## config.mk

```make
export PLATFORM = sky130hd
export DESIGN_NAME = gpio_port_ctl
export DESIGN_NICKNAME = d
export VERILOG_FILES = /design/src/rtl/gpio_pkg.sv /design/src/rtl/gpio_sync.sv /design/src/rtl/gpio_regs.sv /design/src/rtl/gpio_irq.sv /design/src/rtl/gpio_port_ctl.sv
export SDC_FILE = /design/constraint.sdc
export NUM_CORES = 1
export LEC_CHECK = 0
export ABC_AREA = 0
export BUFFER_PORTS_ARGS = -buffer_cell sky130_fd_sc_hd__buf_4
export CORE_AREA = 4 4 126 128
export DETAILED_ROUTE_END_ITERATION = 10
export DIE_AREA = 0 0 130 132
export PLACE_DENSITY = 0.66
export SLEW_MARGIN = 10
export SYNTH_ARGS = -nofsm -noshare
export SYNTH_HDL_FRONTEND = slang
export SYNTH_SLANG_ARGS = --single-unit
```

## constraint.sdc

```tcl
create_clock -name clk -period 2.1 [get_ports clk]
set_input_delay 0.105 -clock clk [delete_from_list [all_inputs] [get_ports clk]]
set_output_delay 0.105 -clock clk [all_outputs]
set_load 0.01 [all_outputs]
```

## src/rtl/gpio_pkg.sv

```systemverilog
// Package: register addresses shared by the GPIO port blocks.
// Assumes a 4-bit address bus. Addresses 1..7 form a bitmap of
// modify operations: bit0 set, bit1 clear, bit2 toggle.
package gpio_pkg;
    localparam int ADDR_W = 4;
    localparam logic [ADDR_W-1:0] A_DATA  = 4'h0;
    localparam logic [ADDR_W-1:0] A_DIR   = 4'h8;
    localparam logic [ADDR_W-1:0] A_MSET  = 4'h9;
    localparam logic [ADDR_W-1:0] A_MCLR  = 4'hA;
    localparam logic [ADDR_W-1:0] A_SENSE = 4'hB;
    localparam logic [ADDR_W-1:0] A_BOTH  = 4'hC;
    localparam logic [ADDR_W-1:0] A_PEND  = 4'hD;
    localparam int OP_SET = 0;
    localparam int OP_CLR = 1;
    localparam int OP_TGL = 2;
endpackage

```

## src/rtl/gpio_sync.sv

```systemverilog
// Module: multi-stage synchronizer for asynchronous pin inputs.
// Assumes STAGES >= 1. Resets every stage to zero.
module gpio_sync #(
    parameter int WIDTH  = 16,
    parameter int STAGES = 2
) (
    input  logic             clk,
    input  logic             rst_n,
    input  logic [WIDTH-1:0] d,
    output logic [WIDTH-1:0] q
);
    logic [WIDTH-1:0] stage [STAGES];

    genvar g;
    generate
        for (g = 0; g < STAGES; g++) begin : g_stage
            // Shift the pin levels one stage further along the chain.
            always_ff @(posedge clk) begin
                if (!rst_n) stage[g] <= '0;
                else if (g == 0) stage[g] <= d;
                else stage[g] <= stage[(g == 0) ? 0 : g-1];
            end
        end
    endgenerate

    assign q = stage[STAGES-1];
endmodule

```

## src/rtl/gpio_regs.sv

```systemverilog
// Module: bus-visible registers of the GPIO port.
// Holds the output, direction, mask, sensitivity and edge-select
// registers, decodes the modify bitmap writes with priority
// clear > set > toggle, and drives the combinational read mux.
// Assumes one bus access per cycle; reads have no side effects.
module gpio_regs
    import gpio_pkg::*;
#(
    parameter int WIDTH = 16
) (
    input  logic              clk,
    input  logic              rst_n,
    input  logic              bus_wr,
    input  logic [ADDR_W-1:0] bus_addr,
    input  logic [WIDTH-1:0]  bus_wdata,
    input  logic [WIDTH-1:0]  sync_in,
    input  logic [WIDTH-1:0]  pend,
    output logic [WIDTH-1:0]  out_q,
    output logic [WIDTH-1:0]  dir_q,
    output logic [WIDTH-1:0]  mask_q,
    output logic [WIDTH-1:0]  sense_q,
    output logic [WIDTH-1:0]  both_q,
    output logic [WIDTH-1:0]  clr_strobe,
    output logic [WIDTH-1:0]  bus_rdata
);
    logic             mod_wr;
    logic [WIDTH-1:0] set_bits, clr_bits, tgl_bits, out_mod;

    // Decode a modify write and its selected operations.
    always_comb begin
        mod_wr   = bus_wr && !bus_addr[3] && (bus_addr[2:0] != 3'b000);
        set_bits = (mod_wr && bus_addr[OP_SET]) ? bus_wdata : '0;
        clr_bits = (mod_wr && bus_addr[OP_CLR]) ? bus_wdata : '0;
        tgl_bits = (mod_wr && bus_addr[OP_TGL]) ? bus_wdata : '0;
        out_mod  = ((out_q ^ (tgl_bits & ~set_bits)) | set_bits) & ~clr_bits;
    end

    assign clr_strobe = clr_bits;

    // Update the output register from direct or modify writes.
    always_ff @(posedge clk) begin
        if (!rst_n) out_q <= '0;
        else if (bus_wr && bus_addr == A_DATA) out_q <= bus_wdata;
        else if (mod_wr) out_q <= out_mod;
    end

    // Hold the configuration registers and the interrupt mask.
    always_ff @(posedge clk) begin
        if (!rst_n) begin
            dir_q   <= '0;
            mask_q  <= '0;
            sense_q <= '0;
            both_q  <= '0;
        end else if (bus_wr) begin
            case (bus_addr)
                A_DIR:   dir_q   <= bus_wdata;
                A_MSET:  mask_q  <= mask_q | bus_wdata;
                A_MCLR:  mask_q  <= mask_q & ~bus_wdata;
                A_SENSE: sense_q <= bus_wdata;
                A_BOTH:  both_q  <= bus_wdata;
                default: ;
            endcase
        end
    end

    // Select read data by address.
    always_comb begin
        case (bus_addr)
            A_DATA:  bus_rdata = (dir_q & out_q) | (~dir_q & sync_in);
            A_DIR:   bus_rdata = dir_q;
            A_MSET:  bus_rdata = mask_q;
            A_SENSE: bus_rdata = sense_q;
            A_BOTH:  bus_rdata = both_q;
            A_PEND:  bus_rdata = pend;
            default: bus_rdata = '0;
        endcase
    end


    clr_wins_chk: assert property (@(posedge clk) disable iff (!rst_n)
        (mod_wr && bus_addr[OP_CLR]) |=> ((out_q & $past(bus_wdata)) == '0));

    set_bits_chk: assert property (@(posedge clk) disable iff (!rst_n)
        (mod_wr && bus_addr[OP_SET] && !bus_addr[OP_CLR])
        |=> ((out_q & $past(bus_wdata)) == $past(bus_wdata)));

    untouched_chk: assert property (@(posedge clk) disable iff (!rst_n)
        mod_wr |=> (((out_q ^ $past(out_q)) & ~$past(bus_wdata)) == '0));

    mask_set_chk: assert property (@(posedge clk) disable iff (!rst_n)
        (bus_wr && bus_addr == A_MSET)
        |=> ((mask_q & $past(bus_wdata)) == $past(bus_wdata)));
endmodule

```

## src/rtl/gpio_irq.sv

```systemverilog
// Module: per-pin interrupt detection and combining.
// Detects edges on the interrupt source, latches them for edge pins,
// passes the source through for level pins, and ORs enabled pending
// bits into one request. Assumes the source is already synchronous.
module gpio_irq #(
    parameter int WIDTH = 16
) (
    input  logic             clk,
    input  logic             rst_n,
    input  logic [WIDTH-1:0] src,
    input  logic [WIDTH-1:0] sense,
    input  logic [WIDTH-1:0] both,
    input  logic [WIDTH-1:0] mask,
    input  logic [WIDTH-1:0] clr,
    output logic [WIDTH-1:0] pend,
    output logic             irq
);
    logic [WIDTH-1:0] src_q, latch_q, edge_hit;

    // Remember the source from the previous cycle.
    always_ff @(posedge clk) begin
        if (!rst_n) src_q <= '0;
        else src_q <= src;
    end

    // Find qualifying edges for pins in edge mode.
    always_comb begin
        edge_hit = sense & ((src & ~src_q) | (both & ~src & src_q));
    end

    // Latch edge events; a clear strobe drops them, a new edge wins.
    always_ff @(posedge clk) begin
        if (!rst_n) latch_q <= '0;
        else latch_q <= ((latch_q & ~clr) | edge_hit) & sense;
    end

    // Combine latched and level pending bits into the request.
    always_comb begin
        pend = (sense & latch_q) | (~sense & src);
        irq  = |(pend & mask);
    end


    masked_quiet_chk: assert property (@(posedge clk) disable iff (!rst_n)
        (mask == '0) |-> !irq);

    edge_latch_chk: assert property (@(posedge clk) disable iff (!rst_n)
        1'b1 |=> ((latch_q & $past(edge_hit)) == $past(edge_hit)));

    clear_latch_chk: assert property (@(posedge clk) disable iff (!rst_n)
        (|clr) |=> ((latch_q & $past(clr & ~edge_hit)) == '0));
endmodule

```

## src/rtl/gpio_port_ctl.sv

```systemverilog
// Module: top of the GPIO port. Connects the pin synchronizer, the
// register file and the interrupt logic. The interrupt source of a
// pin is its output register when it is an output, else its
// synchronized level. Assumes a synchronous active-low reset.
module gpio_port_ctl
    import gpio_pkg::*;
#(
    parameter int WIDTH       = 16,
    parameter int SYNC_STAGES = 2
) (
    input  logic              clk,
    input  logic              rst_n,
    input  logic              bus_wr,
    input  logic [ADDR_W-1:0] bus_addr,
    input  logic [WIDTH-1:0]  bus_wdata,
    output logic [WIDTH-1:0]  bus_rdata,
    input  logic [WIDTH-1:0]  pin_in,
    output logic [WIDTH-1:0]  pin_out,
    output logic [WIDTH-1:0]  pin_oe,
    output logic              irq
);
    logic [WIDTH-1:0] sync_in, out_q, dir_q, mask_q, sense_q, both_q;
    logic [WIDTH-1:0] clr_strobe, pend, src;

    gpio_sync #(.WIDTH(WIDTH), .STAGES(SYNC_STAGES)) u_sync (
        .clk(clk), .rst_n(rst_n), .d(pin_in), .q(sync_in)
    );

    gpio_regs #(.WIDTH(WIDTH)) u_regs (
        .clk(clk), .rst_n(rst_n), .bus_wr(bus_wr), .bus_addr(bus_addr),
        .bus_wdata(bus_wdata), .sync_in(sync_in), .pend(pend),
        .out_q(out_q), .dir_q(dir_q), .mask_q(mask_q), .sense_q(sense_q),
        .both_q(both_q), .clr_strobe(clr_strobe), .bus_rdata(bus_rdata)
    );

    // Pick the interrupt source per pin by direction.
    always_comb begin
        src = (dir_q & out_q) | (~dir_q & sync_in);
    end

    gpio_irq #(.WIDTH(WIDTH)) u_irq (
        .clk(clk), .rst_n(rst_n), .src(src), .sense(sense_q),
        .both(both_q), .mask(mask_q), .clr(clr_strobe),
        .pend(pend), .irq(irq)
    );

    assign pin_out = out_q;
    assign pin_oe  = dir_q;


    oe_follows_dir_chk: assert property (@(posedge clk) disable iff (!rst_n)
        (bus_wr && bus_addr == A_DIR) |=> (pin_oe == $past(bus_wdata)));
endmodule

```

# ---- Word-level counts from Yosys, hierarchy flattened
# Memories as Yosys holds them, arrays and structs flattened.
# Cells that the tools add are included.
dict set report totals {
  regBits 112
  mem_bits_rw 32
  memories 1
  input_bits 39
  output_inout_bits 49
}
# memory words width rd rd_clocked_by_memory_dff wr line_no
set memory_table {}
lappend memory_table {u_sync.stage 2 16 2 0 2 gpio_sync.sv:12} ;# logic [WIDTH-1:0] stage [STAGES];
dict set report classes {
  n_bitwise 30
  reduce_logical 16
  n_mux 11
  n_eq_ne 6
}
# cell count
set op_table {}
lappend op_table {{16-bit AND} 14}
lappend op_table {{16-bit 2-to-1 mux} 7}
lappend op_table {{16-bit inverter} 7}
lappend op_table {{16-bit bitwise OR} 6}
lappend op_table {{16-bit case mux with 6 select lines} 1}
lappend op_table {{16-bit case mux with 2 select lines} 1}
lappend op_table {{4-bit == test (second input constant)} 6}
lappend op_table {{16-bit OR reduction} 1}
lappend op_table {{16-bit bitwise XOR} 1}
lappend op_table {{2-bit AND reduction} 4}
lappend op_table {{1-bit logical AND} 6}
lappend op_table {{4-bit zero test} 1}
lappend op_table {{2-bit nonzero test} 2}
lappend op_table {{3-bit nonzero test} 1}
lappend op_table {{1-bit 2-to-1 mux} 2}
lappend op_table {{1-bit bitwise OR} 2}
lappend op_table {{1-bit zero test} 1}

# ---- Longest topological paths before layout
dict set report depth {
  word_depth 12
  ltp_mapped 8
}

# ---- Modules after synthesis
# A second synthesis with hierarchy kept.
dict set report unflattened {
  cells_unflattened 797
  area_unflattened_um2 7153.1
}
# module instances cells_per_inst area_per_inst_um2
set modules_own_cells {}
lappend modules_own_cells {gpio_regs 1 534 4548.1}
lappend modules_own_cells {gpio_irq 1 180 1468.9}
lappend modules_own_cells {gpio_sync 1 67 895.9}
lappend modules_own_cells {gpio_port_ctl 1 16 240.2}

# ---- Worst setup path before layout
# No wires, ideal clock.
dict set report synth_path {
  path_type {register -> output}
  from {reg u_regs.dir_q[5]}
  to {out irq}
  t_arrival_ns 1.603
  slack_ns 0.392
  n_path_buf 0
  path_stages_with_launch 5
  required_time_ns 1.995
  path_cell_list {dfxtp_1 mux2_1 o211ai_1 nand4_1 or4_1}
}
dict set report synth_via {
  elab_chain_len 7
  elab_cells_between_ends 8
}
# element line_no
set synth_rtl {}
lappend synth_rtl {{start: declaration} gpio_regs.sv:19} ;# output logic [WIDTH-1:0] dir_q,
lappend synth_rtl {{start signal: assignment} gpio_regs.sv:56} ;# A_DIR: dir_q <= bus_wdata;
lappend synth_rtl {{16-bit inverter} gpio_port_ctl.sv:38} ;# src = (dir_q & out_q) | (~dir_q & sync_in);
lappend synth_rtl {{16-bit AND} gpio_port_ctl.sv:38}
lappend synth_rtl {{16-bit bitwise OR *} gpio_port_ctl.sv:38}
lappend synth_rtl {{16-bit AND *} gpio_irq.sv:39} ;# pend = (sense & latch_q) | (~sense & src);
lappend synth_rtl {{16-bit bitwise OR *} gpio_irq.sv:39}
lappend synth_rtl {{16-bit AND *} gpio_irq.sv:40} ;# irq = |(pend & mask);
lappend synth_rtl {{16-bit OR reduction *} gpio_irq.sv:40}
lappend synth_rtl {{end: declaration} gpio_port_ctl.sv:20} ;# output logic irq
# Mark *: on every way between the ends. The rest lies on a longest branch, timed or not.

# ---- Worst setup path after layout
dict set report layout_path {
  from {reg u_regs.dir_q[1]}
  to {out irq}
}
# Same word-level chain as after synthesis.

==> metrics.md <==
| Metric | Value |
|---|---|
| Average wire per standard cell | 19.4 µm |
| Via/cell ratio | 5.89 |
| CTS buffer count | 17 |
| Critical Path AT | 2170 ps |
| Sequential cell area fraction in the yosys report | 44.1% |
| Clk_lat worst skew | 420 ps |
| Top-level I/O count | 88 |
| Clock Skew | 5.42 ps |
| Sw Share | 23.5% |
| Most common cell in the netlist | dfxtp_1 |
| Final wirelength | 21,000 µm |
| Fin crit period | 2270 ps |
| Overall Power | 0.00648 W |
| Setup TNS | -173 ps |
| Power Density | 760 nW/µm² |
| Fill cells | 1,307 |
| Placed Cells | 1,010 |
| Max Root-Sink Buffers | 2 |
| Grt ovf | 0 |
| Die area | 17,200 µm² |
| Post-DP HPWL | 13,800 µm |
| Avg Cell Area, Syn | 8.70 µm² |
| CP Launch Type | flip-flop |
| Drt first pass iters | 6 |
| First-pass GRT wire length | 33,000 µm |
| PortBufs | 87 |
| Setup Viol. Count Final | 1 |
| Fin. Hold Viols | 0 |
| Most area-hungry cell type in the Yosys netlist | dfxtp_1 |
| Fin nets | 920 |
| Synth top area share | 44.1% |
| Tcrit/Tclk final | 108% |
| Kind of critical path | reg2out |
| P_sw | 0.00153 W |
| Pin count of the biggest net entering global routing | 96 |
| Setup WS post-layout | -173 ps |
| P_int | 0.00496 W |
| Worst-margin pin slew | 654 ps |
| Starting density of the core | 44.0% |
| Unique masters post-synth | 45 |
| Syn Inst Count | 751 |
| Required time of the critical path | 2000 ps |
| Clock-pin transition on the worst setup and hold timing paths | 60 ps |
| Tot GR Track Use | 24.5% |
| Worst setup EP type | primary output |
| Synth Cell Area | 6540 µm² |
| Antenna violations before repair | 0 |
| Final Slew Violations | 0 |
| Die width | 130 µm |
| Vias | 6,374 |
| Post-route insts no fill | 1,082 |
| Die Y | 132 µm |
| H-tree depth | 4 |
| Max_cap viols | 0 |
| Final Cell Area | 8540 µm² |
| Fmax | 440 MHz |
| Root buf cell | clkbuf_16 |
| Sequential share of power | 43.8% |
| Synth warn | 0 |
| Max transition margin | 56.2% |
| Worst vdd ir | 626 µV |
| Initial DRC count | 672 |
| Clock Sinks | 144 |
| Failing checks | setup timing |
| Synth Net Count | 790 |
| RSZ-0062 raised after global routing | yes |
| Number of global-route vias before repair | 6,265 |
| Leak | 3.33 nW |
| Most frequent cells after synthesis | dfxtp_1 (144), nand2_1 (123), a21oi_1 (94) |
| CTS tree | yes |
| Synth-to-Final Area Change | 30.6% |
| Top cells by area, synth | dfxtp_1 (44%), a21oi_1 (7.2%), nand2_1 (7.1%), and2_1 (3.4%), o211ai_1 (3.2%) |
| Post-synth EDFFs | 0 |
| Core Box Area | 14,900 µm² |
| Ys flop type | dfxtp_1 |
| Layout cell share with drive strength beyond 1 | 25.5% |
| Fin util | 57.4% |
| Crit Path Max Fanout | 2 |
| FP Rows | 45 |
| DRC viols | 0 |
| Post-DRT Antenna Nets | 0 |
| Post-DP Area | 7470 µm² |
| ANT cells | 0 |
| Combinational Power Share | 8.4% |
| Clock power frac | 47.8% |
| Worst hold-check path type | in2reg |
| Placer Congestion | 0.924 |
| Status | finished with violations |
| FF+latch count, synth | 144 |
| FFs w/ async S/R, synth | 0% |
worst paths after layout:
| path | startpoint | end | slack, ps | cells past startpoint |
|---|---|---|---|---|
| worst max-delay path | u_regs.dir_q[1] | irq | -170 | 5 |
| worst min-delay path | rst_n | u_irq.latch_q[5] | 80 | 2 |
| worst max register to register | u_regs.dir_q[10] | u_irq.latch_q[10] | 780 | 4 |
| worst min register to register | u_sync.stage[0][8] | u_sync.stage[1][8] | 430 | 1 |
cells in the final DEF (no fill, tap or decap), drive strengths merged, types with 6 or more instances in the layout:
cell         Yosys  final
nand3           31     31
mux2i           17     17
o21ai           37     37
dfxtp          144    144
nor2            19     19
a21boi          15     15
a21oi          105    105
clkbuf          32     19
clkinvlp         0      6
o211ai          28     28
o211a           15     15
mux2            16     16
buf             31    142
and2            36     36
nand2b          24     24
o311ai           8      8
or3b             6      6
a221oi           8      8
nand2          125    125
a31oi            6      6
a22o             8      8
a211oi          16     16
dlygate4sd3      0     32
a222oi           8      8
final cells by class:
type	count	area (µm²)	share of cell area [%]
inverter	1	3.75	0.0440
multi-input combinational	543	3340	39.1
clock buffer	19	453	5.31
timing repair buffer	174	1430	16.7
tap	188	235	2.76
clock inverter	13	163	1.91
sequential	144	2920	34.2
critical path: stages, from the launching register on:
cell,delay [ps]
dfxtp_4,350
mux2_4,300
o211ai_1,300
nand4_1,150
or4_4,520
buf_6,140
what timing repair did:
item                                   CTS  global route
setup buffers                            5             3
hold buffers                            32             0
setup endpoints to repair                1             1
gates resized for setup                 23             7
pin swaps                               12             8
endpoints found under the hold margin   95             0
metrics by stage:
step / setup slack (ps) / hold slack [ps]
after detailed placement: 140 / 315
after global routing: -262 / 72.3
after global placement: 145 / 312
after floorplan: 392 / 232
final: -173 / 79.6
after CTS: -200 / 62.9
power by group through the flow:
stage	clock (W)	combinational, W	sequential, W
floorplan	0	0.000269	0.00290
global placement	0	0.000467	0.00290
detailed placement	0	0.000479	0.00290
CTS	0.00314	0.000535	0.00284
global route	0.00326	0.000584	0.00284
finish	0.00310	0.000546	0.00284
per-layer routing:
layer	GRT usage, %	vias to the layer above	wire [µm]
met5	0	-	0
met2	39.9	332	10000
li1	-	2959	-
met1	30.8	3023	8450
met3	6.08	60	1830
met4	10.1	0	644
cell families after synthesis:
logic type | share of synthesized area (%)
compound gates | 25.7
buf+inv | 5.47
flops | 44.1
mux | 5.36
simple gates | 19.4
No activity file was read; power rests on OpenSTA's default activity.
